`src/rtl/pt_pkg.sv`:
```
package pt_pkg;

    localparam int LEN_W  = 11;
    localparam int OFF_W  = 12;
    localparam int SEQ_W  = 32;
    localparam int TS_W   = 64;

    typedef enum logic [1:0] {
        ST_IDLE,
        ST_HEAD,
        ST_BODY
    } pt_state_e;

    typedef struct packed {
        logic [47:0]      dst_mac;
        logic [47:0]      src_mac;
        logic [31:0]      src_ip;
        logic [31:0]      dst_ip;
        logic [15:0]      src_port;
        logic [15:0]      dst_port;
        logic [LEN_W-1:0] frame_len;
    } pt_cfg_t;

    // Byte of the frame at offset off (network order).
    function automatic logic [7:0] pt_frame_byte(
        input logic [OFF_W-1:0] off,
        input pt_cfg_t          c,
        input logic [15:0]      csum,
        input logic [SEQ_W-1:0] seq,
        input logic [TS_W-1:0]  ts
    );
        int          k;
        logic [15:0] ip_len;
        logic [15:0] udp_len;
        logic [7:0]  b;
        k       = int'(off);
        ip_len  = 16'(c.frame_len) - 16'd14;
        udp_len = 16'(c.frame_len) - 16'd34;
        b       = 8'h00;
        if (k < 6)        b = c.dst_mac[8*(5-k) +: 8];
        else if (k < 12)  b = c.src_mac[8*(11-k) +: 8];
        else if (k == 12) b = 8'h08;
        else if (k == 14) b = 8'h45;
        else if (k == 16) b = ip_len[15:8];
        else if (k == 17) b = ip_len[7:0];
        else if (k == 20) b = 8'h40;
        else if (k == 22) b = 8'h40;
        else if (k == 23) b = 8'h11;
        else if (k == 24) b = csum[15:8];
        else if (k == 25) b = csum[7:0];
        else if (k >= 26 && k < 30) b = c.src_ip[8*(29-k) +: 8];
        else if (k >= 30 && k < 34) b = c.dst_ip[8*(33-k) +: 8];
        else if (k == 34) b = c.src_port[15:8];
        else if (k == 35) b = c.src_port[7:0];
        else if (k == 36) b = c.dst_port[15:8];
        else if (k == 37) b = c.dst_port[7:0];
        else if (k == 38) b = udp_len[15:8];
        else if (k == 39) b = udp_len[7:0];
        else if (k >= 42 && k < 46) b = seq[8*(45-k) +: 8];
        else if (k >= 46 && k < 54) b = ts[8*(53-k) +: 8];
        return b;
    endfunction

endpackage

```
`src/rtl/pt_ipv4_csum.sv`:
```
module pt_ipv4_csum
    import pt_pkg::*;
(
    input  logic [LEN_W-1:0] frame_len,
    input  logic [31:0]      src_ip,
    input  logic [31:0]      dst_ip,
    output logic [15:0]      csum
);
    logic [15:0] ip_len;
    logic [19:0] acc;
    logic [16:0] fold1;
    logic [15:0] fold2;

    always_comb begin
        ip_len = 16'(frame_len) - 16'd14;
        acc    = 20'h04500 + 20'(ip_len) + 20'h04000 + 20'h04011
               + 20'(src_ip[31:16]) + 20'(src_ip[15:0])
               + 20'(dst_ip[31:16]) + 20'(dst_ip[15:0]);
        fold1  = 17'(acc[15:0]) + 17'(acc[19:16]);
        fold2  = fold1[15:0] + 16'(fold1[16]);
        csum   = ~fold2;
    end
endmodule

```
`src/rtl/pt_beat_fmt.sv`:
```
module pt_beat_fmt
    import pt_pkg::*;
#(
    parameter int DATA_W = 32,
    parameter int BEAT_W = 9,
    localparam int BYTES = DATA_W / 8
) (
    input  pt_cfg_t           cfg,
    input  logic [15:0]       csum,
    input  logic [SEQ_W-1:0]  seq,
    input  logic [TS_W-1:0]   ts,
    input  logic [BEAT_W-1:0] beat_idx,
    input  logic              last,
    output logic [DATA_W-1:0] tdata,
    output logic [BYTES-1:0]  tkeep
);
    for (genvar l = 0; l < BYTES; l++) begin : g_lane
        logic [OFF_W-1:0] off;
        assign off = OFF_W'(beat_idx) * OFF_W'(BYTES) + OFF_W'(l);
        assign tdata[8*l +: 8] = pt_frame_byte(off, cfg, csum, seq, ts);
        assign tkeep[l] = !last || (off < OFF_W'(cfg.frame_len));
    end
endmodule

```
`src/rtl/pt_train_ctl.sv`:
```
module pt_train_ctl
    import pt_pkg::*;
#(
    parameter int BYTES  = 4,
    parameter int BEAT_W = 9,
    parameter int CNT_W  = 16
) (
    input  logic              clk,
    input  logic              rst_n,
    input  logic              start,
    input  logic [CNT_W-1:0]  train_len,
    input  logic [LEN_W-1:0]  frame_len,
    input  logic              tready,
    output logic              busy,
    output logic              tvalid,
    output logic              tlast,
    output logic              head,
    output logic              load_cfg,
    output logic [BEAT_W-1:0] beat_idx,
    output logic [SEQ_W-1:0]  seq
);
    pt_state_e        state_q, state_d;
    logic [BEAT_W-1:0] beat_q;
    logic [CNT_W-1:0]  left_q;
    logic [SEQ_W-1:0]  seq_q;
    logic [OFF_W-1:0]  beat_end;
    logic              last_beat;
    logic              fire;
    logic              start_ok;

    assign beat_end  = (OFF_W'(beat_q) + OFF_W'(1)) * OFF_W'(BYTES);
    assign last_beat = beat_end >= OFF_W'(frame_len);
    assign start_ok  = start && (state_q == ST_IDLE) && (train_len != '0);
    assign fire      = tvalid && tready;

    // state register
    always_ff @(posedge clk) begin
        if (!rst_n) state_q <= ST_IDLE;
        else        state_q <= state_d;
    end

    // next state: launch, advance, chain, finish
    always_comb begin
        state_d = state_q;
        unique case (state_q)
            ST_IDLE: if (start_ok) state_d = ST_HEAD;
            ST_HEAD: if (fire) begin
                if (!last_beat)         state_d = ST_BODY;
                else if (left_q == '0)  state_d = ST_IDLE;
                else                    state_d = ST_HEAD;
            end
            ST_BODY: if (fire && last_beat) begin
                if (left_q == '0) state_d = ST_IDLE;
                else              state_d = ST_HEAD;
            end
            default: state_d = ST_IDLE;
        endcase
    end

    // beat, frame and sequence counters
    always_ff @(posedge clk) begin
        if (!rst_n) begin
            beat_q <= '0;
            left_q <= '0;
            seq_q  <= '0;
        end else if (start_ok) begin
            beat_q <= '0;
            left_q <= train_len - CNT_W'(1);
            seq_q  <= '0;
        end else if (fire) begin
            if (last_beat) begin
                beat_q <= '0;
                if (left_q != '0) begin
                    left_q <= left_q - CNT_W'(1);
                    seq_q  <= seq_q + SEQ_W'(1);
                end
            end else begin
                beat_q <= beat_q + BEAT_W'(1);
            end
        end
    end

    // outputs
    always_comb begin
        busy     = (state_q != ST_IDLE);
        tvalid   = busy;
        tlast    = busy && last_beat;
        head     = (state_q == ST_HEAD);
        load_cfg = start_ok;
        beat_idx = beat_q;
        seq      = seq_q;
    end
endmodule

```
`src/rtl/pkt_train_gen.sv`:
```
module pkt_train_gen
    import pt_pkg::*;
#(
    parameter int DATA_W  = 32,
    parameter int CNT_W   = 16,
    parameter int MIN_LEN = 60,
    parameter int MAX_LEN = 1514,
    localparam int BYTES  = DATA_W / 8,
    localparam int BEAT_W = $clog2((MAX_LEN + BYTES - 1) / BYTES + 1)
) (
    input  logic              clk,
    input  logic              rst_n,
    input  logic [47:0]       cfg_dst_mac,
    input  logic [47:0]       cfg_src_mac,
    input  logic [31:0]       cfg_src_ip,
    input  logic [31:0]       cfg_dst_ip,
    input  logic [15:0]       cfg_src_port,
    input  logic [15:0]       cfg_dst_port,
    input  logic [10:0]       cfg_frame_len,
    input  logic [CNT_W-1:0]  cfg_train_len,
    input  logic              start,
    input  logic [63:0]       time_in,
    output logic [DATA_W-1:0] m_tdata,
    output logic [BYTES-1:0]  m_tkeep,
    output logic              m_tvalid,
    output logic              m_tlast,
    input  logic              m_tready,
    output logic              busy
);
    pt_cfg_t           cfg_q;
    logic [TS_W-1:0]   ts_q;
    logic [TS_W-1:0]   ts_use;
    logic [15:0]       csum;
    logic              head;
    logic              load_cfg;
    logic [BEAT_W-1:0] beat_idx;
    logic [SEQ_W-1:0]  seq;
    logic [LEN_W-1:0]  len_clamped;

    always_comb begin
        if (cfg_frame_len < LEN_W'(MIN_LEN))      len_clamped = LEN_W'(MIN_LEN);
        else if (cfg_frame_len > LEN_W'(MAX_LEN)) len_clamped = LEN_W'(MAX_LEN);
        else                                      len_clamped = cfg_frame_len;
    end

    always_ff @(posedge clk) begin
        if (!rst_n) begin
            cfg_q <= '0;
        end else if (load_cfg) begin
            cfg_q.dst_mac   <= cfg_dst_mac;
            cfg_q.src_mac   <= cfg_src_mac;
            cfg_q.src_ip    <= cfg_src_ip;
            cfg_q.dst_ip    <= cfg_dst_ip;
            cfg_q.src_port  <= cfg_src_port;
            cfg_q.dst_port  <= cfg_dst_port;
            cfg_q.frame_len <= len_clamped;
        end
    end

    // transmit time captured when the first beat leaves
    always_ff @(posedge clk) begin
        if (!rst_n)                        ts_q <= '0;
        else if (head && m_tvalid && m_tready) ts_q <= time_in;
    end

    assign ts_use = head ? time_in : ts_q;

    pt_train_ctl #(.BYTES(BYTES), .BEAT_W(BEAT_W), .CNT_W(CNT_W)) u_ctl (
        .clk       (clk),
        .rst_n     (rst_n),
        .start     (start),
        .train_len (cfg_train_len),
        .frame_len (cfg_q.frame_len),
        .tready    (m_tready),
        .busy      (busy),
        .tvalid    (m_tvalid),
        .tlast     (m_tlast),
        .head      (head),
        .load_cfg  (load_cfg),
        .beat_idx  (beat_idx),
        .seq       (seq)
    );

    pt_ipv4_csum u_csum (
        .frame_len (cfg_q.frame_len),
        .src_ip    (cfg_q.src_ip),
        .dst_ip    (cfg_q.dst_ip),
        .csum      (csum)
    );

    pt_beat_fmt #(.DATA_W(DATA_W), .BEAT_W(BEAT_W)) u_fmt (
        .cfg      (cfg_q),
        .csum     (csum),
        .seq      (seq),
        .ts       (ts_use),
        .beat_idx (beat_idx),
        .last     (m_tlast),
        .tdata    (m_tdata),
        .tkeep    (m_tkeep)
    );
endmodule

```
`config.mk`:
```
export PLATFORM = sky130hd
export DESIGN_NAME = pkt_train_gen
export DESIGN_NICKNAME = d
export VERILOG_FILES = /design/src/rtl/pt_pkg.sv /design/src/rtl/pt_ipv4_csum.sv /design/src/rtl/pt_beat_fmt.sv /design/src/rtl/pt_train_ctl.sv /design/src/rtl/pkt_train_gen.sv
export SDC_FILE = /design/constraint.sdc
export NUM_CORES = 1
export LEC_CHECK = 0
export BUFFER_PORTS_ARGS = -buffer_cell sky130_fd_sc_hd__buf_4
export CAP_MARGIN = 20
export CORE_MARGIN = 4
export CORE_UTILIZATION = 46
export DETAILED_ROUTE_END_ITERATION = 10
export GPL_TIMING_DRIVEN = 0
export HOLD_SLACK_MARGIN = 0.08
export PLACE_DENSITY = 0.66
export SETUP_SLACK_MARGIN = 0.5
export SLEW_MARGIN = 20
export SYNTH_ARGS = -nofsm -noshare
export SYNTH_HDL_FRONTEND = slang
export SYNTH_HIERARCHICAL = 1
export SYNTH_SLANG_ARGS = --single-unit
```
`constraint.sdc`:
```
create_clock -name clk -period 17.6 [get_ports clk]
set_input_delay 0 -clock clk [delete_from_list [all_inputs] [get_ports clk]]
set_output_delay 0 -clock clk [all_outputs]
set_load 0.02 [all_outputs]
```
Yosys cells after proc, flatten, opt, wreduce, memory -nomap -nowiden
Cells that the tools add are included.

storage, ports and cells
  latch bits = 0
  memories = 0
  output and inout port bits = 39
  bits in read-only memories = 0
  bits in writable memories = 0
  input port bits = 287
  bits in registers = 326

cells by class
  add/sub/neg operators = 43
  reductions and logical operators = 40
  bitwise gates (word level) = 2
  $lt $le $gt $ge = 47
  multipliers = 0
  multiplexer cells = 88
  equality and inequality tests = 55
  divide/modulo/power cells = 0
  shift-type cells = 24

operators with widths
  cell                      count
  $mux W8                   74
  $shiftx A32 B32 Y8        12
  $shiftx A48 B32 Y8        8
  $shiftx A64 B32 Y8        4
  $eq A12 B6 Y1 const B     21
  $eq A12 B7 Y1 const B     18
  $sub A6 B12 Y13 const A   9
  $lt A12 B6 Y1 const B     9
  $add A20 B16 Y20          4
  $eq A12 B5 Y1 const B     6
  $ge A12 B5 Y1 const B     6
  $ge A12 B6 Y1 const B     6
  $mux W16                  4
  $mux W64                  1
  $lt A11 B6 Y1 const B     4
  $add A20 B15 Y20 const B  2
  $sub A3 B12 Y13 const A   3
  $sub A4 B12 Y13 const A   3
  $sub A5 B12 Y13 const A   3
  $lt A12 B11 Y1            3
  $lt A12 B3 Y1 const B     3
  $lt A12 B4 Y1 const B     3
  $lt A12 B5 Y1 const B     3
  $sub A6 B11 Y12 const A   3
  other kinds (45)          87

Longest topological paths before layout
Gate-level depths: netlist of the first run.

  depth after elaboration = 24
  depth in mapped cells = 43
  mapped depth without buffers = 43

Cells and area by module
Netlist of the first run, hierarchy kept.

modules (own cells, without submodules)
  module         area each (um^2)  cells an instance  sequential area each (um^2)  instances
  pkt_train_gen  10,799.1          1,030              5,345.1                      1
  pt_beat_fmt    4,620.7           707                0.0                          1
  pt_ipv4_csum   3,607.2           448                0.0                          1
  pt_train_ctl   3,535.9           442                1,181.1                      1

Least setup slack after synthesis of the first run
No wires, ideal clock.

  kind = register to output
  start point = register cfg_q[1] (netlist name)
  end point = output m_tdata[7]
  arrival = 9,076 ps
  data required time = 17,600 ps
  slack = 8,524 ps
  cell stages (with the launch flop) = 43
  path through = dfxtp_1 > ha_1 > a2111oi_0 > xor2_1 > ha_1 > fa_1 > inv_1 > fa_1 > inv_1 > ha_1 > o211a_1 > a21bo_1 > a21oi_1 > o21ai_0 > a21oi_1 > o21a_1 > o21ai_0 > a21boi_0 > [7 not listed] > nor4b_1 > nand3_1 > a211oi_1 > ha_1 > nor2b_1 > nand2_1 > a21oi_1 > nand4_1 > or2_1 > a221oi_4 > o21ai_2 > a311o_1 > a211oi_1 > o21ai_0 > o2bb2ai_1 > a22oi_1 > o31ai_1 > a21oi_1

on the way
  cells in the longest elaborated chain, start to end = 17

ends and longest elaborated chain
  item                           line                 RTL
  $sub A11 B4 Y12                pt_ipv4_csum.sv:15   ip_len = 16'(frame_len) - 16'd14;
  $add A15 B16 Y17               pt_ipv4_csum.sv:16   acc = 20'h04500 + 20'(ip_len) + 20'h04000 + 20'h04011
  $add A20 B15 Y20 (2 in a row)  pt_ipv4_csum.sv:16
  $add A20 B16 Y20 (2 in a row)  pt_ipv4_csum.sv:17   + 20'(src_ip[31:16]) + 20'(src_ip[15:0])
  $add A20 B16 Y20 (2 in a row)  pt_ipv4_csum.sv:18   + 20'(dst_ip[31:16]) + 20'(dst_ip[15:0]);
  $add A16 B4 Y17                pt_ipv4_csum.sv:19   fold1 = 17'(acc[15:0]) + 17'(acc[19:16]);
  $add A16 B1 Y16                pt_ipv4_csum.sv:20   fold2 = fold1[15:0] + 16'(fold1[16]);
  $not A16 Y16                   pt_ipv4_csum.sv:21   csum = ~fold2;
  via csum[15]                   pkt_train_gen.sv:33  logic [15:0] csum;
  $mux W8                        pt_pkg.sv:49         else if (k == 24) b = csum[15:8];
  $mux W8                        pt_pkg.sv:46         else if (k == 20) b = 8'h40;
  $mux W8                        pt_pkg.sv:44         else if (k == 16) b = ip_len[15:8];
  $mux W8                        pt_pkg.sv:42         else if (k == 12) b = 8'h08;
  $mux W8                        pt_pkg.sv:41         else if (k < 12) b = c.src_mac[8*(11-k) +: 8];
  $mux W8                        pt_pkg.sv:40         if (k < 6) b = c.dst_mac[8*(5-k) +: 8];
  to (decl)                      pkt_train_gen.sv:23  output logic [DATA_W-1:0] m_tdata,

The timed path passes the listed nets, and every way through them passes these cells.

Worst setup path in the final report of the first run
  start point = register cfg_q[1] (netlist name)
  end point = output m_tdata[7]

on the way
  cells in the longest elaborated chain, start to end = 17

ends and longest elaborated chain
  item                           line
  $sub A11 B4 Y12                pt_ipv4_csum.sv:15
  $add A15 B16 Y17               pt_ipv4_csum.sv:16
  $add A20 B15 Y20 (2 in a row)  pt_ipv4_csum.sv:16
  $add A20 B16 Y20 (2 in a row)  pt_ipv4_csum.sv:17
  $add A20 B16 Y20 (2 in a row)  pt_ipv4_csum.sv:18
  $add A16 B4 Y17                pt_ipv4_csum.sv:19
  $add A16 B1 Y16                pt_ipv4_csum.sv:20
  $not A16 Y16                   pt_ipv4_csum.sv:21
  via csum[15]                   pkt_train_gen.sv:33
  $mux W8                        pt_pkg.sv:49
  $mux W8                        pt_pkg.sv:46
  $mux W8                        pt_pkg.sv:44
  $mux W8                        pt_pkg.sv:42
  $mux W8                        pt_pkg.sv:41
  $mux W8                        pt_pkg.sv:40

The timed path passes the listed nets, and every way through them passes these cells.

==> impl_metrics.csv, run 1 <==
group,metric,value,unit
final_layout,final_nets,3708,
sta,tightest_slew,1.23,ns
sta,slew_violations,0,
min_path,whs_path_depth,6,
synth,synth_area_leaders,"dfxtp_1 (29%), mux2i_1 (11%), nor2b_1 (5.9%), fa_1 (4.3%), nand2_1 (4.0%)",
power_and_ir_drop,p_int,0.00204,W
clocking,clk_pin_slew,0.06,ns
clocking,clockBufferDepth,3,
synth,yosysTopAreaCell,"dfxtp_1",
setup_path,cpPeakStageDelay,0.62,ns
power_and_ir_drop,p_leak,12.3,nW
power_and_ir_drop,power_frac_comb,52.6,%
clocking,holdBufCountCts,309,
routing,avgViaCountPerCell,5.86,
power_and_ir_drop,ir_worst_vdd,0.0000879,V
sta,setup_viol,0,
min_path,min_from,"start",
setup_path,start_kind,"register",
min_path,hp-class,"primary input to register",
routing,drc,0,
floorplanning,initial_core_util,46.9,%
clocking,clk_latency,0.57,ns
setup_path,required,17.60,ns
floorplanning,die_w,229,um
synth,ys_seq_area_share,28.9,%
clocking,cts_tree,"done",
synth,synthSimpleGateAreaFrac,20.4,%
final_layout,stdcell_count,3993,
clocking,root_buffer,"clkbuf_16",
final_layout,nFillCells,3958,
floorplanning,io_pins,326,
synth,synth_most_common_cell,"dfxtp_1",
setup_path,r2r_slack,12.47,ns
synth,syn_area,22600,um2
sta,setup_tns,0,ns
sta,slew_headroom,18.1,%
setup_path,crit_path_top_delay_cell,"o21ai_0",
placed_design,dp.cells,3607,
power_and_ir_drop,p_clk_share,23.4,%
final_layout,final_util,62.8,%
setup_path,worst-path-buf-inv,4,
synth,synth-async-reset-ratio,0,%
clocking,cts_setup_buffers,0,
synth,yosys_warnings,6,
sta,rsz0062_at_grt,"false",
sta,period_minus_slack,12.68,ns
flow_run,max_cap_violations,0,
power_and_ir_drop,power.share.sequential,24.0,%
sta,finalHoldViolations,0,
placed_design,dp_hpwl,77400,um
clocking,clock_sinks,326,
setup_path,r2r_start,"u_ctl/state_q[0]$_SDFFE_PN0P_",
sta,fin_ws,4.92,ns
routing,ant_nets,0,
clocking,htree_levels,2,
setup_path,reg2reg_depth,15,
grt,gr-usage-all-layers,37.2,%
placed_design,place_ws,5.78,ns
routing,wl,102000,um
placed_design,io_buffers,324,
sta,fin_crit_sh,72.0,%
setup_path,crit_arrival,12.68,ns
grt,grt_pass1_wl,149000,um
floorplanning,die_h,229,um
synth,synth_top_family_by_area,"simple AND/OR/NAND/NOR gates",
setup_path,critical_path.top_delay_family,"compound AO/OA/AOI/OAI gates",
synth,synthFlopType,"dfxtp_1",
synth,synth_top_cells_by_count,"dfxtp_1 (326), mux2i_1 (247), nand2_1 (240), nor2b_1 (212), inv_1 (193)",
final_layout,fin_area,30200,um2
grt,gr-total-overflow,0,
synth,syn_area_per_cell,8.59,um2
clocking,post_cts_resized,0,
grt,grt_max_degree,16,
synth,synth_xor_area_share,4.25,%
outcome,status,"complete, no violations",
routing,first_pass_iters,6,
setup_path,path_max_fanout,13,
min_path,hold_path_end,"u_ctl/left_q[8]$_SDFFE_PN0P_",
floorplanning,core-area,48100,um2
floorplanning,num_rows,80,
final_layout,area_delta_synth_final,34.0,%
clocking,cts_inserted_buffers,39,
synth,synthesis.nets,3034,
synth,synth_top_cell_area_share,28.9,%
floorplanning,dieArea,52700,um2
power_and_ir_drop,sw_frac_of_total,43.1,%
synth,ys_seq_elements,326,
synth,synth-adder-area-share,8.28,%
synth,syn_inst,2627,
placed_design,place_area,25800,um2
routing,avgRoutedWirePerCell,25.5,um
setup_path,r2r_end,"u_ctl/left_q[14]$_SDFFE_PN0P_",
grt,antenna_found_initial,6,
setup_path,crit_type,"register to output pin",
setup_path,end_kind,"output pin",
routing,vias,23400,
sta,finalClockSkew,0.0115,ns
power_and_ir_drop,power_density,118,nW/um2
placed_design,place_congestion,1.07,
grt,grt_pass1_vias,23900,
synth,synthMuxAreaShare,14.9,%
synth,synth_compound_area_share,17.1,%
final_layout,drive_above_1_share,17.6,%
synth,synth_edf_count,0,
synth,synth_cell_type_count,106,
routing,drt_iter0_drc,2459,
sta,fmax,78.9,MHz
power_and_ir_drop,switching_power,0.00154,W
setup_path,crit_top_cell,"ha_1",
cells in the final DEF, fill, tap and decap left out, drive strengths merged, types with 25 or more instances in the layout:
cell           n
buf          386
dfxtp        326
dlygate4sd3  309
mux2i        247
nand2        241
nor2b        213
inv          195
a21oi        145
clkbuf       143
nor2         119
o21ai         91
mux2          79
ha            71
a21boi        71
xnor2         61
nand3         58
fa            49
xor2          45
nor3          34
nor4          25
how the worst max path moves through the flow:
stage | from | end | slack (ns) | cells past startpoint
floorplan | cfg_q[1]$_SDFFE_PN0P_ | m_tdata[7] | 8.52 | 42
global placement | cfg_q[1]$_SDFFE_PN0P_ | m_tdata[7] | 5.73 | 43
detailed placement | cfg_q[1]$_SDFFE_PN0P_ | m_tdata[7] | 5.78 | 43
CTS | cfg_q[1]$_SDFFE_PN0P_ | m_tdata[7] | 5.11 | 43
global route | cfg_q[1]$_SDFFE_PN0P_ | m_tdata[7] | 4.48 | 43
finish | cfg_q[1]$_SDFFE_PN0P_ | m_tdata[7] | 4.92 | 43
per-stage QoR:
stage / hold WS [ns] / power [W]
CTS: 0.109 / 0.00354
finish: 0.150 / 0.00358
detailed placement: 0.250 / 0.00264
floorplan: 0.0950 / 0.00208
global route: 0.183 / 0.00375
global placement: 0.246 / 0.00260
tightest hold or removal path: stages:
cell and delay [ns]:
buf_4 0.09, nand2_1 0.09, nand3_1 0.10, and2_1 0.16, xor2_1 0.08, o22ai_1 0.14
cell families after synthesis:
group | after synthesis
mux | 326
flops | 326
fa+ha+maj | 120
xor+xnor | 107
simple gates | 852
compound gates | 551
buf+inv | 345
per-layer routing:
layer  wire [um]  track usage (%)
met4        4890             15.8
met5          24                0
met3        7630             5.72
met1       41700             47.6
met2       47800             62.5
cell type report:
class,count,area [um2],area share (%)
multi-input combinational,1956,14600,48.4
sequential,326,6530,21.6
buffer,151,674,2.23
timing repair buffer,633,5530,18.3
inverter,194,728,2.41
antenna,6,15.0,0.0497
tap,656,821,2.71
clock buffer,54,1110,3.68
clock inverter,17,194,0.641
registers in the layout, summed over array words and instances (netlist names):
| name | count |
|---|---|
| cfg_q | 203 |
| ts_q | 64 |
| u_ctl/seq | 32 |
| u_ctl/left_q | 16 |
| u_ctl/beat_idx | 9 |
| u_ctl/state_q | 2 |
power groups by stage:
stage,combinational [W],sequential (W),clock (W)
after floorplan,0.00124,0.000837,0
after detailed placement,0.00177,0.000870,0
after global routing,0.00202,0.000862,0.000872
final,0.00188,0.000859,0.000837
after global placement,0.00173,0.000869,0
after CTS,0.00185,0.000855,0.000841
Note: power is estimated with default switching activity, not from simulation.
==> inputs of run 2 (changes only) <==
--- a/config.mk
+++ b/config.mk
@@ -5,6 +5,7 @@
 export SDC_FILE = /design/constraint.sdc
 export NUM_CORES = 1
 export LEC_CHECK = 0
+export ABC_AREA = 1
 export BUFFER_PORTS_ARGS = -buffer_cell sky130_fd_sc_hd__buf_4
 export CAP_MARGIN = 20
 export CORE_MARGIN = 4
@@ -12,7 +13,7 @@
 export DETAILED_ROUTE_END_ITERATION = 10
 export GPL_TIMING_DRIVEN = 0
 export HOLD_SLACK_MARGIN = 0.08
-export PLACE_DENSITY = 0.66
+export PLACE_DENSITY = 0.69
 export SETUP_SLACK_MARGIN = 0.5
 export SLEW_MARGIN = 20
 export SYNTH_ARGS = -nofsm -noshare
==> constraint.sdc (replaced) <==
create_clock -name clk -period 11.36 [get_ports clk]
set_input_delay 0 -clock clk [delete_from_list [all_inputs] [get_ports clk]]
set_output_delay 0 -clock clk [all_outputs]
set_load 0.02 [all_outputs]
==> impl_metrics.csv, run 2 <==
group,metric,value,unit
sta,fin_crit_sh,83.3,%
routing,drt_iter0_drc,2586,
setup_path,end_kind,"output pin",
clocking,cts_inserted_buffers,37,
sta,finalClockSkew,0.0297,ns
routing,wl,92500,um
setup_path,reg2reg_depth,16,
setup_path,crit_arrival,9.47,ns
sta,tightest_slew,0.974,ns
routing,ant_nets,0,
synth,synth_top_cell_area_share,28.6,%
final_layout,drive_above_1_share,14.8,%
placed_design,io_buffers,325,
power_and_ir_drop,p_clk_share,12.5,%
synth,syn_area,22800,um2
setup_path,crit_path_end,"m_tdata[7]",
routing,avgViaCountPerCell,5.27,
setup_path,start_kind,"register",
synth,syn_area_per_cell,6.35,um2
power_and_ir_drop,p_int,0.00441,W
setup_path,r2r_start,"u_ctl/beat_idx[1]$_SDFFE_PP0P_",
final_layout,final_util,61.9,%
setup_path,path_max_fanout,10,
final_layout,largest_reg_flops,203,
routing,first_pass_iters,6,
final_layout,regArea,6530,um2
sta,period_minus_slack,9.47,ns
power_and_ir_drop,ir_worst_vdd,0.000321,V
setup_path,r2r_slack,7.85,ns
sta,fmax,106,MHz
clocking,post_cts_resized,0,
clocking,cts_tree,"done",
synth,synthFlopType,"dfxtp_1",
routing,avgRoutedWirePerCell,18.7,um
final_layout,stdcell_count,4951,
setup_path,r2r_end,"u_ctl/state_q[1]$_SDFFE_PN0P_",
sta,slew_headroom,35.0,%
power_and_ir_drop,sw_frac_of_total,54.5,%
grt,grt_pass1_vias,25200,
floorplanning,core-area,49000,um2
power_and_ir_drop,p_leak,14.3,nW
clocking,clockBufferDepth,3,
floorplanning,dieArea,53200,um2
power_and_ir_drop,power_frac_comb,70.7,%
clocking,root_buffer,"clkbuf_16",
floorplanning,die_w,231,um
sta,setup_viol,0,
grt,gr-total-overflow,0,
setup_path,crit_top_cell,"nand2_1",
power_and_ir_drop,power.share.sequential,16.8,%
synth,synthesis.nets,3997,
setup_path,required,11.36,ns
synth,synth_most_common_cell,"nand2_1",
sta,setup_tns,0,ns
flow_run,max_cap_violations,0,
power_and_ir_drop,power_density,320,nW/um2
sta,finalHoldViolations,0,
synth,yosysTopAreaCell,"dfxtp_1",
outcome,status,"complete, no violations",
grt,grt_max_degree,15,
placed_design,dp.cells,4579,
setup_path,crit_path_top_delay_cell,"fa_1",
synth,synth_area_leaders,"dfxtp_1 (29%), nand2_1 (14%), nor2_1 (9.2%), o21ai_0 (8.2%), inv_1 (7.3%)",
synth,yosys_warnings,6,
power_and_ir_drop,switching_power,0.00529,W
synth,ys_seq_area_share,28.6,%
final_layout,multiInputGateArea,13600,um2
setup_path,cpPeakStageDelay,0.54,ns
setup_path,crit_cells,56,
synth,ys_seq_elements,326,
floorplanning,die_h,231,um
clocking,clock_sinks,326,
clocking,clk_latency,0.57,ns
setup_path,worst-path-buf-inv,9,
sta,rsz0062_at_grt,"false",
routing,drc,0,
synth,synth_edf_count,0,
placed_design,place_congestion,1.04,
routing,vias,26100,
grt,grt_pass1_wl,140000,um
floorplanning,io_pins,326,
floorplanning,initial_core_util,46.6,%
final_layout,area_delta_synth_final,33.0,%
setup_path,startpoint,"cfg_q[1]$_SDFFE_PN0P_",
setup_path,critical_path.top_delay_family,"simple AND/OR/NAND/NOR gates",
grt,antenna_found_initial,2,
placed_design,dp_hpwl,69800,um
synth,synth-async-reset-ratio,0,%
final_layout,final_nets,4665,
setup_path,crit_type,"register to output pin",
min_path,hp-class,"primary input to register",
final_layout,most-common-layout-cells,"nand2_1 (857), nor2_1 (557), inv_1 (443), o21ai_0 (372), buf_4 (350)",
clocking,clk_pin_slew,0.06,ns
floorplanning,num_rows,81,
power_and_ir_drop,design_power_total,0.00970,W
final_layout,largest_register,"cfg_q",
synth,syn_inst,3590,
synth,synth_cell_type_count,58,
grt,gr-usage-all-layers,33.5,%
clocking,htree_levels,2,
sta,slew_violations,0,
synth,synth_top_cells_by_count,"nand2_1 (857), nor2_1 (557), inv_1 (443), o21ai_0 (372), dfxtp_1 (326)",
final_layout,layout_commonest_cell,"nand2_1",
final_layout,nFillCells,4609,
-- run 2: cell count changes in the layout (fill, tap and decap cells not counted), moves of 36 or more --
cell,previous run,this run
a21boi_0,69,1
a21oi_1,139,180
inv_1,193,443
mux2_2,79,0
mux2i_1,247,0
nand2_1,240,857
nand3_1,58,166
nor2_1,113,557
nor2b_1,212,0
o21ai_0,73,372
xnor2_1,61,25
-- run 2: worst min-delay path by stage --
| stage | start | endpoint | cells past startpoint |
|---|---|---|---|
| after floorplan | rst_n | u_ctl/state_q[1]$_SDFFE_PN0P_ | 2 |
| after global placement | cfg_dst_mac[20] | cfg_q[175]$_SDFFE_PN0P_ | 3 |
| after detailed placement | cfg_src_ip[26] | cfg_q[101]$_SDFFE_PN0P_ | 3 |
| after CTS | cfg_dst_ip[30] | cfg_q[73]$_SDFFE_PN0P_ | 4 |
| after global routing | cfg_src_ip[10] | cfg_q[85]$_SDFFE_PN0P_ | 4 |
| final | cfg_dst_mac[19] | cfg_q[174]$_SDFFE_PN0P_ | 4 |
-- run 2: cells by family after synthesis --
family                   synth area share, %
flip-flops                              28.6
AND/OR/NAND/NOR                         34.9
AO/OA/AOI/OAI                           14.6
buffers and inverters                   11.6
adder cells (fa/ha/maj)                 8.20
XOR/XNOR                                1.99
-- run 2: area by class of cell --
type | count | share of cell area [%]
diodes | 2 | 0.0165
plain buffers | 164 | 2.92
clock buffers | 56 | 3.55
clock inverters | 10 | 0.442
inverters | 469 | 5.83
multi-input cells | 2631 | 44.9
flip-flops and latches | 326 | 21.5
well taps | 664 | 2.74
repair buffers | 629 | 18.1
-- run 2: per-stage QoR --
stage,worst slack [ns],hold slack [ns],instance area (um2)
floorplan,4.12,0.126,22800
finish,1.89,0.200,30300
CTS,1.83,0.177,30300
global route,1.09,0.208,30300
global placement,2.54,0.223,26100
detailed placement,2.44,0.227,26100
-- run 2: repair_timing --
| action | 4_1_cts | 5_1_grt |
|---|---|---|
| hold endpoints to repair | 296 | 0 |
| setup buffers | 0 | 0 |
| hold buffers | 304 | 0 |
-- run 2: tightest hold or removal path, delay by kind of cell --
kind / cells / cell delay, ns
buffers and inverters: 2 / 0.62
and+or+nand+nor: 2 / 0.11
-- run 2: power by group through the flow --
stage / combinational, W / clock, W / sequential, W
floorplan: 0.00499 / 0 / 0.00154
global placement: 0.00658 / 0 / 0.00164
detailed placement: 0.00668 / 0 / 0.00164
CTS: 0.00681 / 0.00123 / 0.00162
global route: 0.00769 / 0.00127 / 0.00165
finish: 0.00686 / 0.00121 / 0.00163
-- run 2: routing by layer --
| layer | share of wire [%] | up-vias | track usage [%] | wire, um |
|---|---|---|---|---|
| met4 | 6.1 | 2 | 17.6 | 5610 |
| met3 | 7.8 | 286 | 5.21 | 7200 |
| li1 | - | 12700 | - | - |
| met1 | 40 | 11900 | 41.4 | 36700 |
| met5 | 0.017 | - | 0 | 16 |
| met2 | 46 | 1244 | 56.5 | 43000 |
